===== src/rtl/fbr_pkg.sv =====
package fbr_pkg;

  typedef enum logic [1:0] {
    SEL_SEQ         = 2'd0,
    SEL_SLOT_TARGET = 2'd1,
    SEL_DIRECT      = 2'd2
  } nextSel_e;

  typedef struct packed {
    logic     load;
    logic     taken;
    logic     annul;
    nextSel_e sel;
  } ctlStrobe_t;

  localparam int COND_W   = 4;
  localparam int NUM_COND = 1 << COND_W;
  localparam int FCC_W    = 2;
  localparam int DISP_W   = 22;
  localparam logic [COND_W-1:0] COND_ALWAYS = 4'd8;

  // Bit k of the mask set means condition code k takes the branch
  // (k: 0 equal, 1 less, 2 greater, 3 unordered).
  function automatic logic [3:0] condMask(input logic [COND_W-1:0] sel);
    case (sel)
      4'd0:  condMask = 4'b0000;
      4'd1:  condMask = 4'b1110;
      4'd2:  condMask = 4'b0110;
      4'd3:  condMask = 4'b1010;
      4'd4:  condMask = 4'b0010;
      4'd5:  condMask = 4'b1100;
      4'd6:  condMask = 4'b0100;
      4'd7:  condMask = 4'b1000;
      4'd8:  condMask = 4'b1111;
      4'd9:  condMask = 4'b0001;
      4'd10: condMask = 4'b1001;
      4'd11: condMask = 4'b0101;
      4'd12: condMask = 4'b1101;
      4'd13: condMask = 4'b0011;
      4'd14: condMask = 4'b1011;
      default: condMask = 4'b0111;
    endcase
  endfunction

endpackage


===== src/rtl/fbr_cond_ctl.sv =====
module fbr_cond_ctl
  import fbr_pkg::*;
(
  input  logic              inValid,
  input  logic [COND_W-1:0] condField,
  input  logic              annulBit,
  input  logic [FCC_W-1:0]  fcc,
  output ctlStrobe_t        strobe
);

  logic [NUM_COND-1:0] condHit;
  logic                takeIt;
  logic                directJump;

  // One evaluator per selector value; the instruction field picks one.
  for (genvar c = 0; c < NUM_COND; c++) begin : g_cond
    localparam logic [3:0] MASK = condMask(COND_W'(c));
    assign condHit[c] = MASK[fcc];
  end

  assign takeIt     = condHit[condField];
  assign directJump = (condField == COND_ALWAYS) && annulBit;

  always_comb begin
    strobe.load  = inValid;
    strobe.taken = takeIt;
    if (!takeIt) begin
      strobe.annul = annulBit;
      strobe.sel   = SEL_SEQ;
    end else if (directJump) begin
      strobe.annul = 1'b1;
      strobe.sel   = SEL_DIRECT;
    end else begin
      strobe.annul = 1'b0;
      strobe.sel   = SEL_SLOT_TARGET;
    end
  end

endmodule


===== src/rtl/fbr_target_dp.sv =====
module fbr_target_dp
  import fbr_pkg::*;
#(
  parameter int AW    = 32,
  parameter int CNT_W = 8
) (
  input  logic              clk,
  input  logic              rstN,
  input  ctlStrobe_t        strobe,
  input  logic [AW-1:0]     pc,
  input  logic [DISP_W-1:0] disp,
  output logic              outValid,
  output logic              outTaken,
  output logic              outAnnul,
  output logic [1:0]        outSel,
  output logic [AW-1:0]     outTarget,
  output logic [CNT_W-1:0]  takenCount
);

  localparam int EXT_W = AW - DISP_W - 2;

  logic [AW-1:0] byteOffset;
  logic [AW-1:0] targetNext;

  assign byteOffset = {{EXT_W{disp[DISP_W-1]}}, disp, 2'b00};
  assign targetNext = pc + byteOffset;

  always_ff @(posedge clk or negedge rstN) begin
    if (!rstN) begin
      outValid   <= 1'b0;
      outTaken   <= 1'b0;
      outAnnul   <= 1'b0;
      outSel     <= SEL_SEQ;
      outTarget  <= '0;
      takenCount <= '0;
    end else begin
      outValid <= strobe.load;
      outTaken <= strobe.load && strobe.taken;
      outAnnul <= strobe.load && strobe.annul;
      outSel   <= strobe.load ? strobe.sel : SEL_SEQ;
      if (strobe.load) outTarget <= targetNext;
      if (strobe.load && strobe.taken) takenCount <= takenCount + 1'b1;
    end
  end

endmodule


===== src/rtl/fbr_decide.sv =====
module fbr_decide
  import fbr_pkg::*;
#(
  parameter int AW    = 32,
  parameter int CNT_W = 8
) (
  input  logic             clk,
  input  logic             rstN,
  input  logic             inValid,
  input  logic [31:0]      instr,
  input  logic [1:0]       fcc,
  input  logic [AW-1:0]    pc,
  output logic             outValid,
  output logic             outTaken,
  output logic             outAnnul,
  output logic [1:0]       outSel,
  output logic [AW-1:0]    outTarget,
  output logic [CNT_W-1:0] takenCount
);

  ctlStrobe_t strobe;
  logic       unusedInstrBits;

  assign unusedInstrBits = ^{instr[31:30], instr[24:22]};

  fbr_cond_ctl u_ctl (
    .inValid   (inValid),
    .condField (instr[28:25]),
    .annulBit  (instr[29]),
    .fcc       (fcc),
    .strobe    (strobe)
  );

  fbr_target_dp #(.AW(AW), .CNT_W(CNT_W)) u_dp (
    .clk        (clk),
    .rstN       (rstN),
    .strobe     (strobe),
    .pc         (pc),
    .disp       (instr[DISP_W-1:0]),
    .outValid   (outValid),
    .outTaken   (outTaken),
    .outAnnul   (outAnnul),
    .outSel     (outSel),
    .outTarget  (outTarget),
    .takenCount (takenCount)
  );

endmodule


===== config.mk =====
export PLATFORM = sky130hd
export DESIGN_NAME = fbr_decide
export DESIGN_NICKNAME = d
export VERILOG_FILES = /design/src/rtl/fbr_pkg.sv /design/src/rtl/fbr_cond_ctl.sv /design/src/rtl/fbr_target_dp.sv /design/src/rtl/fbr_decide.sv
export SDC_FILE = /design/constraint.sdc
export NUM_CORES = 1
export LEC_CHECK = 0
export BUFFER_PORTS_ARGS = -buffer_cell sky130_fd_sc_hd__buf_4
export CAP_MARGIN = 20
export CORE_UTILIZATION = 55
export CTS_CLUSTER_DIAMETER = 200
export DETAILED_ROUTE_END_ITERATION = 7
export GPL_ROUTABILITY_DRIVEN = 0
export PLACE_DENSITY = 0.93
export SLEW_MARGIN = 20
export SYNTH_ARGS = -nofsm -noshare
export SYNTH_HDL_FRONTEND = slang
export SYNTH_HIERARCHICAL = 1
export SYNTH_SLANG_ARGS = --single-unit

===== constraint.sdc =====
create_clock -name clk -period 3.4 [get_ports clk]
set_clock_uncertainty 0.2 [all_clocks]
set_input_delay 0.17 -clock clk [delete_from_list [all_inputs] [get_ports clk]]
set_output_delay 0.17 -clock clk [all_outputs]
set_load 0.01 [all_outputs]

==> results.json <==
{
  "status": "complete, but fails checks",
  "violations": "design-rule violations",
  "placementRows": 29,
  "cp.required_ps": 3390,
  "rr_endpoint": "u_dp/takenCount[4]",
  "final_util_pct": 72.45,
  "port_buffers": 108,
  "period_share_pct": 70.45,
  "grt_pass1_wl_microns": 15910,
  "synth_cell_types": 67,
  "wl_per_cell_microns": 16.39,
  "mostFrequentLayoutCells": "108 x buf_4, 45 x dfrtp_1, 38 x nand2_1, 37 x ha_1, 26 x a21oi_1",
  "antenna_found_initial": 0,
  "path_clk_slew_ps": 90,
  "post-route-drc-count": 16,
  "cts-root-buf": "clkbuf_8",
  "worstMarginPinSlew_ps": 724.7,
  "vdd_ir_drop_max_uv": 278.1,
  "grt_pass1_vias": 3607,
  "die_w_microns": 83.95,
  "cp-start-kind": "input port",
  "dpl-instance-area_sq_um": 4537,
  "slew_viol_final": 0,
  "r2r_start": "u_dp/takenCount[0]",
  "ys_async_sr_fraction_pct": 100.0,
  "critPathKind": "input port to flip-flop",
  "io_pins": 114,
  "min_from": "instr[0]",
  "end_kind": "flip-flop",
  "areaGrowthSynthToFinish_pct": 25.98,
  "ff2ff_setup_slack_ps": 2080,
  "period_minus_slack_ps": 2395,
  "drtPass1Iterations": 7,
  "cp-endpoint": "u_dp/outTarget[26]",
  "clock.fmax_mhz": 417.5,
  "crit_slowest_cell": "fa_1",
  "diodes": 0,
  "via_per_inst": 6.154,
  "coreArea_sq_um": 6422,
  "p_leak_nw": 2.240,
  "die_area_sq_um": 7048,
  "crit_fanout": 5,
  "yosysWarnings": 6,
  "insertion_delay_ps": 300,
  "via_count": 3606,
  "crit_path_max_incr_delay_ps": 430,
  "hold_violations": 0,
  "finalNetCount": 615,
  "hpwl_microns": 7254,
  "cts_tree": "yes",
  "hold_class": "input port to flip-flop",
  "crit_chain": "buf_4, ha_1, inv_1, fa_1, nor2b_4, o2111a_1, o31a_4, and4bb_2, o31ai_1, xor2_1, mux2_2",
  "layout-drive-gt1-share_pct": 29.27,
  "cts.sinks": 45,
  "slew_headroom_pct": 51.63,
  "netlist_area_sq_um": 3694,
  "rsz0062_at_grt": "false",
  "grt_start_max_net_pins": 46,
  "setup_viol": 0,
  "synth-edff-count": 0,
  "avgSynthCellArea_sq_um": 9.165,
  "htreeDepth": 2,
  "cellPowerDensity_nw_per_um2": 405.9,
  "die_h_microns": 83.95,
  "synth_nets": 510,
  "final_common_cell": "buf_4",
  "ys_seq_area_share_pct": 30.49,
  "setup_tns_ps": 0,
  "design_area_sq_um": 4653,
  "synthCells": 403,
  "globalRoute.totalOverflow": 0,
  "drv_cap": 0,
  "initial_core_util_pct": 57.51,
  "ys_ff_latch": 45,
  "gr-usage-all-layers_pct": 27.77,
  "clock_path_buffers": 2,
  "drtIter0Drc": 243,
  "drt-total-wl_microns": 9604,
  "crit_start": "pc[2]",
  "final_antenna_net_count": 0,
  "cts_made_buffers": 5,
  "r2r_cells": 4,
  "ys.flop_type": "dfrtp_1",
  "arrival_ps": 2390
}
-- cell families (layout without fill, tap and decap cells) --
kind of cell,Yosys count,after routing,share of synthesized area (%)
AOI/OAI and AO/OA,116,116,22.63
buffers and inverters,30,136,3.455
adders and majority gates,38,38,13.08
muxes,22,22,6.944
xor gates and xnor gates,24,24,5.691
and+or+nand+nor,128,128,17.72
DFF,45,45,30.49
-- state kept, by name, indices dropped and copies added (netlist names) --
name	flops
u_dp/outAnnul	1
u_dp/outTarget	32
u_dp/outSel	2
u_dp/outValid	1
u_dp/takenCount	8
u_dp/outTaken	1
-- stage by stage --
stage | power, mW | hold WS (ps) | std cells | worst slack (ps)
finish | 1.889 | 24.82 | 586 | 1005
global route | 2.010 | 21.93 | 586 | 913.6
CTS | 1.899 | 15.03 | 586 | 1045
detailed placement | 1.552 | 17.95 | 575 | 736.7
global placement | 1.512 | 8.771 | 575 | 742.1
floorplan | 1.192 | -325.6 | 403 | 983.6
-- worst max-delay path, delay by kind of cell --
| family | cells | cell delay (ps) |
|---|---|---|
| AO/OA/AOI/OAI | 3 | 700 |
| AND/OR/NAND/NOR | 2 | 390 |
| XOR/XNOR | 1 | 120 |
| adder cells (fa/ha/maj) | 2 | 580 |
| buffers and inverters | 2 | 130 |
| multiplexers | 1 | 280 |
-- worst min-delay path by stage --
stage,end,slack (ps),depth (start not counted)
global placement,u_dp/outTarget[15],9,1
finish,u_dp/outTarget[2],20,3
global route,u_dp/outTarget[2],20,3
CTS,u_dp/outTarget[2],20,3
floorplan,u_dp/outAnnul,-330,0
detailed placement,u_dp/outTarget[14],20,1
-- cell type report --
class / count / area, sq um
inverter: 17 / 63.81
fill: 499 / 1769
multi-input combinational: 328 / 2440
timing repair buffer: 111 / 840.8
sequential: 45 / 1126
tap: 77 / 96.34
clock inverter: 3 / 17.52
clock buffer: 5 / 68.82
-- power breakdown --
group	leakage [nW]	switching [mW]	internal (mW)
Combinational	1.65	0.407	0.414
Clock	0.0439	0.192	0.142
Sequential	0.546	0.0830	0.651
-- cell usage after synthesis, drive strengths merged (2+ instances only) --
cell,n,area (sq um)
o21bai,3,22.52
o21a,7,52.55
a31oi,6,37.54
a21oi,27,146.4
nand2b,4,25.02
o211ai,2,15.01
xor2,11,96.34
or2,2,12.51
o221ai,4,35.03
mux2,19,214.0
o2111a,2,22.52
mux2i,2,20.02
a21o,13,97.59
ha,37,462.9
clkbuf,9,33.78
nand3,14,70.07
o221a,2,22.52
and2,9,56.30
nand4,4,25.02
a2111oi,2,23.77
dfrtp,45,1126
nor3,11,55.05
and4,3,26.28
a211oi,4,40.03
o31ai,5,37.54
nand2,38,142.6
o2111ai,3,26.28
inv,17,63.81
nor2,23,86.33
o311ai,2,17.52
o21ai,22,125.1
a311oi,2,17.52
or3,2,12.51
buf,4,30.02
xnor2,13,113.9
nor2b,3,26.27
and3,8,50.05
-- routing by layer --
layer | GRT usage [%] | up-vias | wire (microns)
li1 | - | 1698 | -
met1 | 32.39 | 1689 | 3791
met2 | 50.75 | 192 | 4860
met3 | 3.165 | 27 | 660
met4 | 12.70 | 0 | 291
met5 | 0 | - | 0
-- repair_timing --
item | CTS | global route
gates resized for setup | 0 | 0
buffers inserted | 0 | 0
hold buffers | 3 | 0
hold endpoints to repair | 47 | 0
No activity file was read; power rests on OpenSTA's default activity.
